**config.mk**
```make
export PLATFORM = sky130hd
export DESIGN_NAME = dsq_sequencer
export DESIGN_NICKNAME = d
export VERILOG_FILES = /design/src/rtl/dsq_pkg.sv /design/src/rtl/dsq_prescaler.sv /design/src/rtl/dsq_sync2.sv /design/src/rtl/dsq_phase_ctrl.sv /design/src/rtl/dsq_result_reg.sv /design/src/rtl/dsq_sequencer.sv
export SDC_FILE = /design/constraint.sdc
export NUM_CORES = 1
export LEC_CHECK = 0
export ABC_AREA = 1
export ABC_CLOCK_PERIOD_IN_PS = 2300
export CAP_MARGIN = 40
export CORE_ASPECT_RATIO = 0.7
export CORE_MARGIN = 2
export CORE_UTILIZATION = 50
export DETAILED_ROUTE_END_ITERATION = 10
export HOLD_SLACK_MARGIN = 0.15
export PLACE_DENSITY = 0.71
export SLEW_MARGIN = 15
export SYNTH_ARGS = -nofsm -noshare
export SYNTH_HDL_FRONTEND = slang
export SYNTH_SLANG_ARGS = --single-unit
```
**constraint.sdc**
```tcl
create_clock -name clk -period 2.3 [get_ports clk]
set_clock_uncertainty 0.2 [all_clocks]
set_input_delay 0.345 -clock clk [delete_from_list [all_inputs] [get_ports clk]]
set_output_delay 0.345 -clock clk [all_outputs]
set_load 0.01 [all_outputs]
```
**src/rtl/dsq_pkg.sv**
```systemverilog
// Shared types for the dual-slope conversion sequencer.
package dsq_pkg;
    // Conversion phases, in their execution order.
    typedef enum logic [1:0] {
        PH_AZ = 2'd0,
        PH_SI = 2'd1,
        PH_DI = 2'd2
    } phase_t;
endpackage

```
**src/rtl/dsq_prescaler.sv**
```systemverilog
// Divides the oscillator clock into a one-cycle count-enable pulse.
// Assumes DIV >= 2. The tick is high in the last cycle of each group of DIV clocks.
module dsq_prescaler #(
    parameter int DIV = 4
) (
    input  logic clk,
    input  logic rst_n,
    output logic tick
);
    localparam int DW = $clog2(DIV);
    localparam logic [DW-1:0] LAST = DW'(DIV - 1);

    logic [DW-1:0] div_q;

    // Tick on the last state of the divider.
    assign tick = (div_q == LAST);

    // Divider counter, wrapping every DIV clocks.
    always_ff @(posedge clk) begin
        if (!rst_n)
            div_q <= '0;
        else if (div_q == LAST)
            div_q <= '0;
        else
            div_q <= div_q + DW'(1);
    end
endmodule

```
**src/rtl/dsq_sync2.sv**
```systemverilog
// Two-flop synchronizer for the asynchronous comparator level.
// Assumes the input is a level that is stable for several clocks around a change.
module dsq_sync2 (
    input  logic clk,
    input  logic rst_n,
    input  logic d,
    output logic q
);
    logic meta_q;

    // Shift the input through two stages.
    always_ff @(posedge clk) begin
        if (!rst_n) begin
            meta_q <= 1'b0;
            q      <= 1'b0;
        end else begin
            meta_q <= d;
            q      <= meta_q;
        end
    end
endmodule

```
**src/rtl/dsq_phase_ctrl.sv**
```systemverilog
// Phase sequencer: zeroing, signal integrate, return-to-zero.
// Advances only on tick. Latches polarity at the last integrate count, ends
// return-to-zero on a comparator change or at the count limit, and sets the
// next zeroing length so that the integrate phase repeats every CONV_LEN counts.
// Assumes CONV_LEN >= SI_LEN + DI_MAX + 1.
module dsq_phase_ctrl
    import dsq_pkg::*;
#(
    parameter int SI_LEN   = 1000,
    parameter int DI_MAX   = 2000,
    parameter int CONV_LEN = 4000,
    localparam int MW      = $clog2(DI_MAX)
) (
    input  logic          clk,
    input  logic          rst_n,
    input  logic          tick,
    input  logic          cmp_s,
    output phase_t        phase,
    output logic          pol_pos,
    output logic          done,
    output logic          done_ovr,
    output logic [MW-1:0] done_cnt
);
    localparam int CW = $clog2(CONV_LEN);
    localparam logic [CW-1:0] AZ_FIRST_LAST = CW'(CONV_LEN - SI_LEN - DI_MAX - 1);
    localparam logic [CW-1:0] AZ_BASE       = CW'(CONV_LEN - SI_LEN - 2);
    localparam logic [CW-1:0] SI_LAST       = CW'(SI_LEN - 1);
    localparam logic [CW-1:0] DI_LAST       = CW'(DI_MAX - 1);

    logic [CW-1:0] cnt_q;
    logic [CW-1:0] az_last_q;
    logic          crossed;
    logic          di_end;

    // Crossing: the comparator has left the side latched at integrate end.
    assign crossed  = (cmp_s != pol_pos);
    assign di_end   = crossed || (cnt_q == DI_LAST);
    assign done     = tick && (phase == PH_DI) && di_end;
    assign done_ovr = !crossed;
    assign done_cnt = cnt_q[MW-1:0];

    // Phase and count register, stepped once per count tick.
    always_ff @(posedge clk) begin
        if (!rst_n) begin
            phase     <= PH_AZ;
            cnt_q     <= '0;
            az_last_q <= AZ_FIRST_LAST;
            pol_pos   <= 1'b0;
        end else if (tick) begin
            case (phase)
                PH_AZ: begin
                    if (cnt_q == az_last_q) begin
                        phase <= PH_SI;
                        cnt_q <= '0;
                    end else begin
                        cnt_q <= cnt_q + CW'(1);
                    end
                end
                PH_SI: begin
                    if (cnt_q == SI_LAST) begin
                        pol_pos <= cmp_s;
                        phase   <= PH_DI;
                        cnt_q   <= '0;
                    end else begin
                        cnt_q <= cnt_q + CW'(1);
                    end
                end
                PH_DI: begin
                    if (di_end) begin
                        phase     <= PH_AZ;
                        cnt_q     <= '0;
                        az_last_q <= AZ_BASE - cnt_q;
                    end else begin
                        cnt_q <= cnt_q + CW'(1);
                    end
                end
                default: begin
                    phase <= PH_AZ;
                    cnt_q <= '0;
                end
            endcase
        end
    end
endmodule

```
**src/rtl/dsq_result_reg.sv**
```systemverilog
// Result holding register: loads magnitude, sign and overrange together
// and raises a one-clock valid pulse on each load.
module dsq_result_reg #(
    parameter int MW = 11
) (
    input  logic          clk,
    input  logic          rst_n,
    input  logic          load,
    input  logic [MW-1:0] mag_in,
    input  logic          neg_in,
    input  logic          ovr_in,
    output logic [MW-1:0] mag,
    output logic          neg,
    output logic          ovr,
    output logic          valid
);
    // Capture the reading when a conversion completes.
    always_ff @(posedge clk) begin
        if (!rst_n) begin
            mag   <= '0;
            neg   <= 1'b0;
            ovr   <= 1'b0;
            valid <= 1'b0;
        end else begin
            valid <= load;
            if (load) begin
                mag <= mag_in;
                neg <= neg_in;
                ovr <= ovr_in;
            end
        end
    end
endmodule

```
**src/rtl/dsq_sequencer.sv**
```systemverilog
// Top of the dual-slope conversion sequencer. Connects the prescaler, the
// comparator synchronizer, the phase controller and the result register, and
// decodes the phase into the switch and reference-select outputs.
// Assumes cmp_in high means the integrator output is above zero.
module dsq_sequencer
    import dsq_pkg::*;
#(
    parameter int DIV      = 4,
    parameter int SI_LEN   = 1000,
    parameter int DI_MAX   = 2000,
    parameter int CONV_LEN = 4000,
    localparam int MW      = $clog2(DI_MAX)
) (
    input  logic          clk,
    input  logic          rst_n,
    input  logic          cmp_in,
    output logic          sw_az,
    output logic          sw_int,
    output logic          sw_deint,
    output logic          ref_pos,
    output logic          ref_neg,
    output logic [MW-1:0] result_mag,
    output logic          result_neg,
    output logic          result_ovr,
    output logic          result_valid
);
    logic          tick;
    logic          cmp_s;
    phase_t        phase;
    logic          pol_pos;
    logic          done;
    logic          done_ovr;
    logic [MW-1:0] done_cnt;

    dsq_prescaler #(.DIV(DIV)) u_pre (
        .clk   (clk),
        .rst_n (rst_n),
        .tick  (tick)
    );

    dsq_sync2 u_sync (
        .clk   (clk),
        .rst_n (rst_n),
        .d     (cmp_in),
        .q     (cmp_s)
    );

    dsq_phase_ctrl #(
        .SI_LEN   (SI_LEN),
        .DI_MAX   (DI_MAX),
        .CONV_LEN (CONV_LEN)
    ) u_ctrl (
        .clk      (clk),
        .rst_n    (rst_n),
        .tick     (tick),
        .cmp_s    (cmp_s),
        .phase    (phase),
        .pol_pos  (pol_pos),
        .done     (done),
        .done_ovr (done_ovr),
        .done_cnt (done_cnt)
    );

    dsq_result_reg #(.MW(MW)) u_res (
        .clk    (clk),
        .rst_n  (rst_n),
        .load   (done),
        .mag_in (done_cnt),
        .neg_in (!pol_pos),
        .ovr_in (done_ovr),
        .mag    (result_mag),
        .neg    (result_neg),
        .ovr    (result_ovr),
        .valid  (result_valid)
    );

    // Switch decode and opposing reference selection.
    always_comb begin
        sw_az    = (phase == PH_AZ);
        sw_int   = (phase == PH_SI);
        sw_deint = (phase == PH_DI);
        ref_neg  = sw_deint && pol_pos;
        ref_pos  = sw_deint && !pol_pos;
    end
endmodule

```
==> impl_metrics.tcl <==
set metrics [dict create \
    status "completed" \
    io_buffers 21 \
    yosys-top-cells-area "dfxtp_1 (40%), nand2_1 (11%), inv_1 (6.0%)" \
    final.setup.tns_ns 0 \
    numClockSinks 45 \
    synth.cell_area_um2 2250 \
    yosys-top-cells-count "nand2_1 (64), dfxtp_1 (45), inv_1 (36)" \
    insertion_delay_ns 0.29 \
    grt_max_degree 35 \
    hold_path_class "reg -> reg" \
    n_fill_cell 415 \
    reg2reg_slack_ns 0.26 \
    grt.total_usage 0.208 \
    cts_tree "done" \
    cellPowerDensity_nw_per_um2 547 \
    cap_violations 0 \
    synth_cell_type_count 33 \
    antenna_left 0 \
    rows 20 \
    max_freq_mhz 470 \
    die_w_um 84.2 \
    yosysSeqAreaShare 0.400 \
    num_io_pins 22 \
    r2r-start "u_ctrl.cnt_q[0]$_SDFFE_PN0P_" \
    synth_area_per_cell_um2 7.58 \
    layout-drive-gt1-share 0.134 \
    diodes 0 \
    synth.top_cell.area_share 0.400 \
    grt_pass1_vias 1674 \
    dp_hpwl_um 3600 \
    timing.final.crit_share 0.925 \
    cellLeakagePower_nw 1.05 \
    fin_crit_ns 2.13 \
    maxSlewHeadroom 0.707 \
    grt_pass1_wl_um 8290 \
    min-delay-start "u_sync.meta_q$_SDFF_PN0_" \
    worstSetupStartpointType "flop" \
    yosysTopAreaCell "dfxtp_1" \
    clk_pin_slew_worst_paths_ns 0.08 \
    cp_cell_sequence "inv_1 > nor2_2 > inv_1 > nor2_1 > clkdlybuf4s50_1" \
    dr.pass1.iters 5 \
    syn-instance-count 297 \
    area_delta_synth_final_pct 14.6 \
    fin_nets 326 \
    rr_endpoint "u_res.neg$_SDFFE_PN0P_" \
    synth_edf_count 0 \
    initial_utilization 0.520 \
    critical_path_buf_inv_count 3 \
    vias 1955 \
    crit_slowest_cell "clkdlybuf4s50_1" \
    crit_arrival_ns 1.58 \
    slowest_delay_ns 0.53 \
    cts_root_buffer "clkbuf_8" \
    crit_type "reg -> out" \
    drt_iter0_markers 158 \
    final-max-slew-violation-count 0 \
    p_total_mw 1.41 \
    via_per_inst 5.20 \
    hold_viol_final 0 \
    coreArea_um2 4330 \
    yosysMostFrequentCell "nand2_1" \
    overflow 0 \
    worst_slew_pin_slew_ns 0.438 \
    wire_per_inst_um 12.9 \
    holdPathStages 2 \
    peakVddDrop_uv 369 \
    gp_congestion 0.839 \
    die_area_um2 5060 \
    dieHeight_um 60.1 \
    htreeDepth 2 \
    final-setup-viol-count 0 \
    cpMostUsedCell "inv_1" \
    syn-num-nets 302 \
    rsz0062_at_grt "false" \
    async_flop_share 0 \
    worstSetupEndpointType "primary output" \
    ys_seq_elements 45 \
    grt_antenna_before_repair 0 \
    cp.required_ns 1.75 \
    cp_top_family "buffers and inverters" \
    synth_ff_type "dfxtp_1" \
    cts_buffer_depth 2 \
    cts_buffers 5 \
    cp_max_fo 4 \
    drc 0 \
    holdPathEnd "u_sync.q$_SDFF_PN0_" \
    r2r_cells 9 \
    routed_wl_um 4840 \
    ys.warnings.count 0 \
]
worst reg2reg max path: stages, from the launching register on:
cell and delay, ns:
dfxtp_1 0.47, ha_1 0.23, nand2_2 0.10, nor2_4 0.16, nand3_2 0.10, nand2_2 0.08, nand3_4 0.08, inv_6 0.26
nand2_1 0.13, o21ai_0 0.15
worst max path at each step:
stage                                       end  slack (ns)  cells after the start                    startpoint
4_1_cts                                 ref_pos        0.12                      5  u_ctrl.phase[1]$_SDFFE_PN0P_
3_5_place_dp             u_res.neg$_SDFFE_PN0P_        0.29                      9  u_ctrl.cnt_q[0]$_SDFFE_PN0P_
2_1_floorplan  u_ctrl.az_last_q[7]$_SDFFE_PN1P_        0.52                      9  u_ctrl.cnt_q[0]$_SDFFE_PN0P_
5_1_grt                                 ref_pos        0.06                      5  u_ctrl.phase[1]$_SDFFE_PN0P_
6_report                                ref_pos        0.17                      5  u_ctrl.phase[1]$_SDFFE_PN0P_
3_3_place_gp          u_res.mag[2]$_SDFFE_PN0P_        0.37                      9  u_ctrl.cnt_q[0]$_SDFFE_PN0P_
routing by layer:
metal | share of wire | track usage | wire length (um) | vias up
li1 | - | - | - | 1007
met1 | 0.52 | 0.333 | 2540 | 863
met2 | 0.39 | 0.272 | 1890 | 79
met3 | 0.078 | 0.0456 | 377 | 6
met4 | 0.0079 | 0.0576 | 38 | 0
met5 | 0 | 0 | 0 | -
cell usage in the layout (no fill, tap or decap), drive strengths merged, types with 5 or more instances in the layout:
| cell type | n |
|---|---|
| o21ai | 30 |
| dfxtp | 45 |
| inv | 39 |
| nand2 | 69 |
| clkdlybuf4s50 | 21 |
| xnor2 | 6 |
| o22ai | 9 |
| nor2 | 29 |
| buf | 6 |
| clkbuf | 5 |
| xor2 | 6 |
| nand3 | 14 |
| a21oi | 25 |
area by class of cell:
type                            count  area [um^2]  share of cell area
Sequential cell                    45          901               0.349
Clock buffer                        5         68.8              0.0267
Clock inverter                      2         35.0              0.0136
Tap cell                           55         68.8              0.0267
Timing Repair Buffer               27          255              0.0989
Multi-Input combinational cell    203         1100               0.426
Inverter                           39          151              0.0587
report_power, final:
part           internal [mW]  total (mW)  switching (mW)
logic                 0.0164      0.0471          0.0307
clock network          0.316       0.573           0.257
registers              0.786       0.791         0.00491
registers in the layout, summed over array words and instances, names as in the netlist:
name	count
u_ctrl.az_last_q	12
u_ctrl.cnt_q	12
u_ctrl.phase	2
u_ctrl.pol_pos	1
u_pre.div_q	2
u_res.mag	11
u_res.neg	1
u_res.ovr	1
u_res.valid	1
u_sync.meta_q	1
u_sync.q	1
timing repair:
item	CTS	global route
resized for setup	0	1
hold buffers	0	0
buffers inserted	0	0
endpoints found under the setup margin	0	2
hold endpoints to repair	0	0
stage by stage:
step | hold slack [ns] | setup WS (ns) | area [um^2] | cells | util
2_1_floorplan | 0.190 | 0.523 | 2250 | 297 | -
5_1_grt | 0.239 | 0.0565 | 2580 | 376 | 0.596
6_report | 0.220 | 0.173 | 2580 | 376 | 0.596
3_5_place_dp | 0.205 | 0.289 | 2470 | 369 | 0.571
3_3_place_gp | 0.210 | 0.369 | 2470 | 369 | 0.571
4_1_cts | 0.223 | 0.118 | 2580 | 376 | 0.595
logic make-up (layout without fill, tap and decap cells):
| logic type | Yosys count | after routing | synth area share |
|---|---|---|---|
| adder cells (fa/ha/maj) | 2 | 2 | 0.0111 |
| buffers and inverters | 49 | 73 | 0.112 |
| XOR/XNOR | 12 | 12 | 0.0467 |
| AND/OR/NAND/NOR | 120 | 120 | 0.238 |
| flip-flops | 45 | 45 | 0.400 |
| AO/OA/AOI/OAI | 69 | 69 | 0.191 |
Power figures use the tool's default switching activity.
